===== config.mk =====
export PLATFORM = sky130hd
export DESIGN_NAME = pit_timer
export DESIGN_NICKNAME = d
export VERILOG_FILES = /design/src/rtl/pit_pkg.sv /design/src/rtl/pit_datapath.sv /design/src/rtl/pit_control.sv /design/src/rtl/pit_timer.sv
export SDC_FILE = /design/constraint.sdc
export NUM_CORES = 1
export LEC_CHECK = 0
export ABC_AREA = 1
export BUFFER_PORTS_ARGS = -buffer_cell sky130_fd_sc_hd__buf_4
export CAP_MARGIN = 40
export CORE_MARGIN = 4
export CORE_UTILIZATION = 40
export CTS_CLUSTER_SIZE = 40
export DETAILED_ROUTE_END_ITERATION = 10
export GPL_ROUTABILITY_DRIVEN = 0
export PLACE_DENSITY_LB_ADDON = 0.08
export SLEW_MARGIN = 20
export SYNTH_ARGS = -nofsm -noshare
export SYNTH_HDL_FRONTEND = slang
export SYNTH_SLANG_ARGS = --single-unit

===== constraint.sdc =====
create_clock -name clk -period 1.5 [get_ports clk]
set_input_delay 0.225 -clock clk [delete_from_list [all_inputs] [get_ports clk]]
set_output_delay 0.225 -clock clk [all_outputs]
set_load 0.01 [all_outputs]

===== src/rtl/pit_pkg.sv =====
package pit_pkg;
  typedef struct packed {
    logic loadPreset;
    logic dec;
    logic reload;
  } pit_strobe_t;

  typedef enum logic [1:0] {
    SRC_FAST = 2'b00,
    SRC_MID  = 2'b01,
    SRC_SEC  = 2'b10,
    SRC_MIN  = 2'b11
  } pit_src_e;

  localparam logic [1:0] ADDR_PRESET = 2'd0;
  localparam logic [1:0] ADDR_COUNT  = 2'd1;
  localparam logic [1:0] ADDR_SETUP  = 2'd2;
  localparam logic [1:0] ADDR_STATUS = 2'd3;
endpackage


===== src/rtl/pit_datapath.sv =====
module pit_datapath
  import pit_pkg::*;
#(
  parameter int DATA_W = 8
) (
  input  logic              clk,
  input  logic              rstN,
  input  pit_strobe_t       strobe,
  input  logic [DATA_W-1:0] wrData,
  output logic [DATA_W-1:0] preset,
  output logic [DATA_W-1:0] count,
  output logic              countZero,
  output logic              countOne
);
  localparam logic [DATA_W-1:0] ONE = DATA_W'(1);

  always_ff @(posedge clk or negedge rstN) begin
    if (!rstN) begin
      preset <= '0;
      count  <= '0;
    end else if (strobe.loadPreset) begin
      preset <= wrData;
      count  <= wrData;
    end else if (strobe.reload) begin
      count <= preset;
    end else if (strobe.dec) begin
      count <= count - ONE;
    end
  end

  assign countZero = (count == '0);
  assign countOne  = (count == ONE);
endmodule


===== src/rtl/pit_control.sv =====
module pit_control
  import pit_pkg::*;
#(
  parameter int DATA_W   = 8,
  parameter int RET_FAST = 4,
  parameter int RET_SLOW = 256
) (
  input  logic              clk,
  input  logic              rstN,
  input  logic              wrEn,
  input  logic [1:0]        addr,
  input  logic [DATA_W-1:0] wrData,
  input  logic [3:0]        srcTicks,
  input  logic              tickRef,
  input  logic              countZero,
  input  logic              countOne,
  output pit_strobe_t       strobe,
  output logic              runEn,
  output logic              periodic,
  output pit_src_e          src,
  output logic              flag,
  output logic              irqEn,
  output logic              irqOe
);
  localparam int RW = (RET_SLOW > 1) ? $clog2(RET_SLOW) : 1;
  localparam logic [RW-1:0] LIM_FAST = RW'(RET_FAST - 1);
  localparam logic [RW-1:0] LIM_SLOW = RW'(RET_SLOW - 1);

  logic          startedWithFlag;
  logic          pulseActive;
  logic [RW-1:0] retCnt;
  logic [RW-1:0] retLimit;
  logic          wrSetup, wrStatus, wrPreset;
  logic          tickSel, step, hit, retDone;

  assign wrPreset = wrEn && (addr == ADDR_PRESET);
  assign wrSetup  = wrEn && (addr == ADDR_SETUP);
  assign wrStatus = wrEn && (addr == ADDR_STATUS);

  assign tickSel  = srcTicks[src];
  assign step     = runEn && tickSel && !countZero && !pulseActive && !wrPreset;
  assign hit      = step && countOne;
  assign retLimit = (src == SRC_FAST) ? LIM_FAST : LIM_SLOW;
  assign retDone  = pulseActive && tickRef && (retCnt == retLimit);

  always_comb begin
    strobe.loadPreset = wrPreset;
    strobe.dec        = step;
    strobe.reload     = retDone && runEn && periodic && !wrPreset;
  end

  always_ff @(posedge clk or negedge rstN) begin
    if (!rstN) begin
      runEn           <= 1'b0;
      periodic        <= 1'b0;
      src             <= SRC_FAST;
      startedWithFlag <= 1'b0;
    end else if (wrSetup) begin
      runEn    <= wrData[3];
      periodic <= wrData[2];
      src      <= pit_src_e'(wrData[1:0]);
      if (wrData[3] && !runEn) startedWithFlag <= flag;
    end else if (hit && !periodic && !startedWithFlag) begin
      runEn <= 1'b0;
    end
  end

  always_ff @(posedge clk or negedge rstN) begin
    if (!rstN) begin
      flag  <= 1'b0;
      irqEn <= 1'b0;
    end else begin
      if (hit) flag <= 1'b1;
      else if (wrStatus && !wrData[1]) flag <= 1'b0;
      if (wrStatus) irqEn <= wrData[0];
    end
  end

  always_ff @(posedge clk or negedge rstN) begin
    if (!rstN) begin
      pulseActive <= 1'b0;
      retCnt      <= '0;
    end else if (hit && periodic) begin
      pulseActive <= 1'b1;
      retCnt      <= '0;
    end else if (retDone) begin
      pulseActive <= 1'b0;
    end else if (pulseActive && tickRef) begin
      retCnt <= retCnt + RW'(1);
    end
  end

  assign irqOe = periodic ? (irqEn && flag && pulseActive) : (irqEn && flag);
endmodule


===== src/rtl/pit_timer.sv =====
module pit_timer
  import pit_pkg::*;
#(
  parameter int DATA_W   = 8,
  parameter int RET_FAST = 4,
  parameter int RET_SLOW = 256
) (
  input  logic              clk,
  input  logic              rstN,
  input  logic              wrEn,
  input  logic [1:0]        addr,
  input  logic [DATA_W-1:0] wrData,
  output logic [DATA_W-1:0] rdData,
  input  logic              tickFast,
  input  logic              tickMid,
  input  logic              tickSec,
  input  logic              tickMin,
  input  logic              tickRef,
  output logic              irqN,
  output logic              irqOe
);
  pit_strobe_t       strobe;
  logic [DATA_W-1:0] preset, count;
  logic              countZero, countOne;
  logic              runEn, periodic, flag, irqEn;
  pit_src_e          src;

  pit_control #(.DATA_W(DATA_W), .RET_FAST(RET_FAST), .RET_SLOW(RET_SLOW)) u_ctrl (
    .clk(clk), .rstN(rstN), .wrEn(wrEn), .addr(addr), .wrData(wrData),
    .srcTicks({tickMin, tickSec, tickMid, tickFast}), .tickRef(tickRef),
    .countZero(countZero), .countOne(countOne), .strobe(strobe),
    .runEn(runEn), .periodic(periodic), .src(src), .flag(flag),
    .irqEn(irqEn), .irqOe(irqOe)
  );

  pit_datapath #(.DATA_W(DATA_W)) u_dp (
    .clk(clk), .rstN(rstN), .strobe(strobe), .wrData(wrData),
    .preset(preset), .count(count), .countZero(countZero), .countOne(countOne)
  );

  always_comb begin
    rdData = '0;
    case (addr)
      ADDR_PRESET: rdData = preset;
      ADDR_COUNT:  rdData = count;
      ADDR_SETUP:  rdData[3:0] = {runEn, periodic, src};
      default:     rdData[1:0] = {flag, irqEn};
    endcase
  end

  assign irqN = ~irqOe;
endmodule


==> flow_metrics.env <==
export IMPL_area_delta_synth_final_pct=50.8
export IMPL_worst_slack_ps=-128
export IMPL_grt_total_usage=0.215
export IMPL_drt_initial_drc_count=94
export IMPL_timing_final_crit_share=1.09
export IMPL_tns_ps=-1240
export IMPL_powerDensity_mw_per_mm2=1140
export IMPL_path_class="reg -> reg"
export IMPL_numPortBuffers=27
export IMPL_failed_checks="negative setup slack"
export IMPL_final_cell_mix="buf_4, nand2_1, nor2_1"
export IMPL_end_kind="register"
export IMPL_yosysWarnings=0
export IMPL_finClkSkew_ps=5.78
export IMPL_worstPathRequired_ps=1680
export IMPL_grt_pass1_vias=2317
export IMPL_final_cells=460
export IMPL_drv_cap=0
export IMPL_place_inst=442
export IMPL_rsz0062_at_grt="yes"
export IMPL_outcome="finished with violations"
export IMPL_crit_family="flip-flops"
export IMPL_drc=0
export IMPL_synth_nets=323
export IMPL_slowest_delay_ps=420
export IMPL_crit_slowest_cell="dfrtp_1"
export IMPL_antenna_cells=0
export IMPL_layout_commonest_cell="buf_4"
export IMPL_chipHeight_um=80.3
export IMPL_slew_viol_final=0
export IMPL_netlist_instances=301
export IMPL_cts_sinks=32
export IMPL_ys_ff_latch=32
export IMPL_avgSynthCellArea_um2=6.94
export IMPL_cts_root_buffer="clkbuf_8"
export IMPL_clk_insertion_delay_late_ps=290
export IMPL_cts_made_buffers=5
export IMPL_antenna_left=0
export IMPL_grt_max_degree=33
export IMPL_antenna_found_initial=0
export IMPL_nNetsFinal=411
export IMPL_vias_per_cell=4.84
export IMPL_grt_pass1_wl_mm=10.7
export IMPL_path_depth=8
export IMPL_cp_start_kind="register"
export IMPL_p_total_uw=3600
export IMPL_firstDrtPassIters=4
export IMPL_worst_slew_pin_slew_ps=459
export IMPL_grt_ovfl_total=0
export IMPL_ios=28
export IMPL_synth_seq_area_share=0.383
export IMPL_hold_path_class="in -> reg"
export IMPL_max_slew_margin_rel=0.694
export IMPL_cts_tree="done"
export IMPL_die_area_mm2=0.00644
export IMPL_ys_types=32
export IMPL_wl_per_cell_um=13.4
export IMPL_reg2regPathDepth=8
export IMPL_core_area_mm2=0.00507
export IMPL_hpwl_mm=4.50
export IMPL_setup_violations_final=19
export IMPL_routed_wl_mm=6.18
export IMPL_cts_buffer_depth=2
export IMPL_hold_viol_final=0
export IMPL_clkTransAtPathRegs_ps=70
export IMPL_rows=26
export IMPL_min_period_ps=1630
export IMPL_dieWidth_um=80.3
export IMPL_critPathBufInv=2
export IMPL_start_util=0.411
export IMPL_htree_levels=2
export IMPL_arrival_ps=1800
export IMPL_layout_drive_gt1_share=0.415
export IMPL_ir_drop_uv=668
export IMPL_min_delay_path_depth=3
export IMPL_dr_total_vias=2225
export IMPL_p_leak_uw=0.00165
export IMPL_fin_util=0.621
export IMPL_crit_fanout=6
export IMPL_worstPathCellList="buf_6 > nor2_4 > nand2_2 > a21oi_4 > nand4_4 > buf_6 > a21oi_2 > a21oi_2"
export IMPL_fmax_ghz=0.614
export IMPL_synth_area_mm2=0.00209
-- per-stage QoR --
stage               worst slack (ps)  hold slack (ps)  area (µm²)
floorplan                       10.5            -70.6        2090
global placement                -101              206        2720
detailed placement             -88.0              213        2720
CTS                            -88.6              187        3070
global route                    -240              194        3150
finish                          -128              187        3150
-- metal layers --
metal / wire length, µm / vias up / share of wire / track usage
met2: 3190 / 34 / 0.52 / 0.381
li1: - / 1145 / - / -
met5: 0 / - / 0 / 0
met3: 166 / 13 / 0.027 / 0.0359
met4: 137 / 0 / 0.022 / 0.0726
met1: 2690 / 1033 / 0.44 / 0.263
-- Yosys cell counts (all sizes together) --
master / number / area share
ha: 4 / 0.024
clkinv: 1 / 0.0018
nor2: 42 / 0.084
nand3b: 1 / 0.0036
xor2: 3 / 0.013
o22ai: 3 / 0.0090
o2111ai: 1 / 0.0042
dfrtp: 32 / 0.38
buf: 3 / 0.010
o21ai: 16 / 0.038
inv: 44 / 0.079
o211ai: 1 / 0.0036
nor3: 3 / 0.0096
o21bai: 1 / 0.0036
nand3: 28 / 0.067
o221ai: 2 / 0.0084
or2: 1 / 0.0030
nand2: 87 / 0.16
a31oi: 1 / 0.0030
nor3b: 1 / 0.0036
a21oi: 14 / 0.039
xnor2: 3 / 0.013
nand4: 9 / 0.034
-- state kept, by name, summed over array words and instances (netlist names) --
name,count
u_ctrl.flag,1
u_ctrl.irqEn,1
u_ctrl.periodic,1
u_ctrl.pulseActive,1
u_ctrl.retCnt,8
u_ctrl.runEn,1
u_ctrl.src,2
u_ctrl.startedWithFlag,1
u_dp.count,8
u_dp.preset,8
-- worst paths after layout --
| path | slack (ps) | end | start |
|---|---|---|---|
| worst min register to register | 520 | u_ctrl.startedWithFlag$_DFFE_PN0P_ | u_ctrl.flag$_DFFE_PN0P_ |
| worst max register to register | -130 | u_dp.count[1]$_DFFE_PN0P_ | u_ctrl.src[1]$_DFFE_PN0P_ |
| max in group asynchronous | 730 | u_ctrl.src[0]$_DFFE_PN0P_ | rstN |
| worst min-delay path | 190 | u_dp.preset[4]$_DFFE_PN0P_ | wrData[4] |
| worst max-delay path | -130 | u_dp.count[1]$_DFFE_PN0P_ | u_ctrl.src[1]$_DFFE_PN0P_ |
| min in group asynchronous | 430 | u_ctrl.startedWithFlag$_DFFE_PN0P_ | rstN |
-- power by group --
group / internal [µW] / switching (µW) / leakage (µW)
Sequential: 1040 / 141 / 0.000395
Combinational: 853 / 851 / 0.00120
Clock: 366 / 345 / 0.0000510
-- repair_timing --
action / in CTS / in global routing
endpoints found under the hold margin: 32 / 0
gates resized for setup: 53 / 18
setup endpoints to repair: 18 / 24
hold buffers: 1 / 0
setup buffers: 6 / 4
pin swaps: 23 / 6
-- area by class of cell --
type / count / area (µm²)
Fill cell: 497 / 1930
Tap cell: 70 / 87.6
Clock inverter: 2 / 10.0
Timing Repair Buffer: 84 / 683
Clock buffer: 6 / 82.6
Inverter: 45 / 171
Multi-Input combinational cell: 221 / 1310
Sequential cell: 32 / 802
-- worst min-delay path: stages --
cell and delay, ps:
buf_4 80, nand2_1 70, nand2_1 70
-- logic make-up after synthesis --
logic type / synth area share
AND/OR/NAND/NOR: 0.367
buffers and inverters: 0.0911
AO/OA/AOI/OAI: 0.109
flip-flops: 0.383
XOR/XNOR: 0.0252
adder cells (fa/ha/maj): 0.0240
Power figures use the tool's default switching activity.
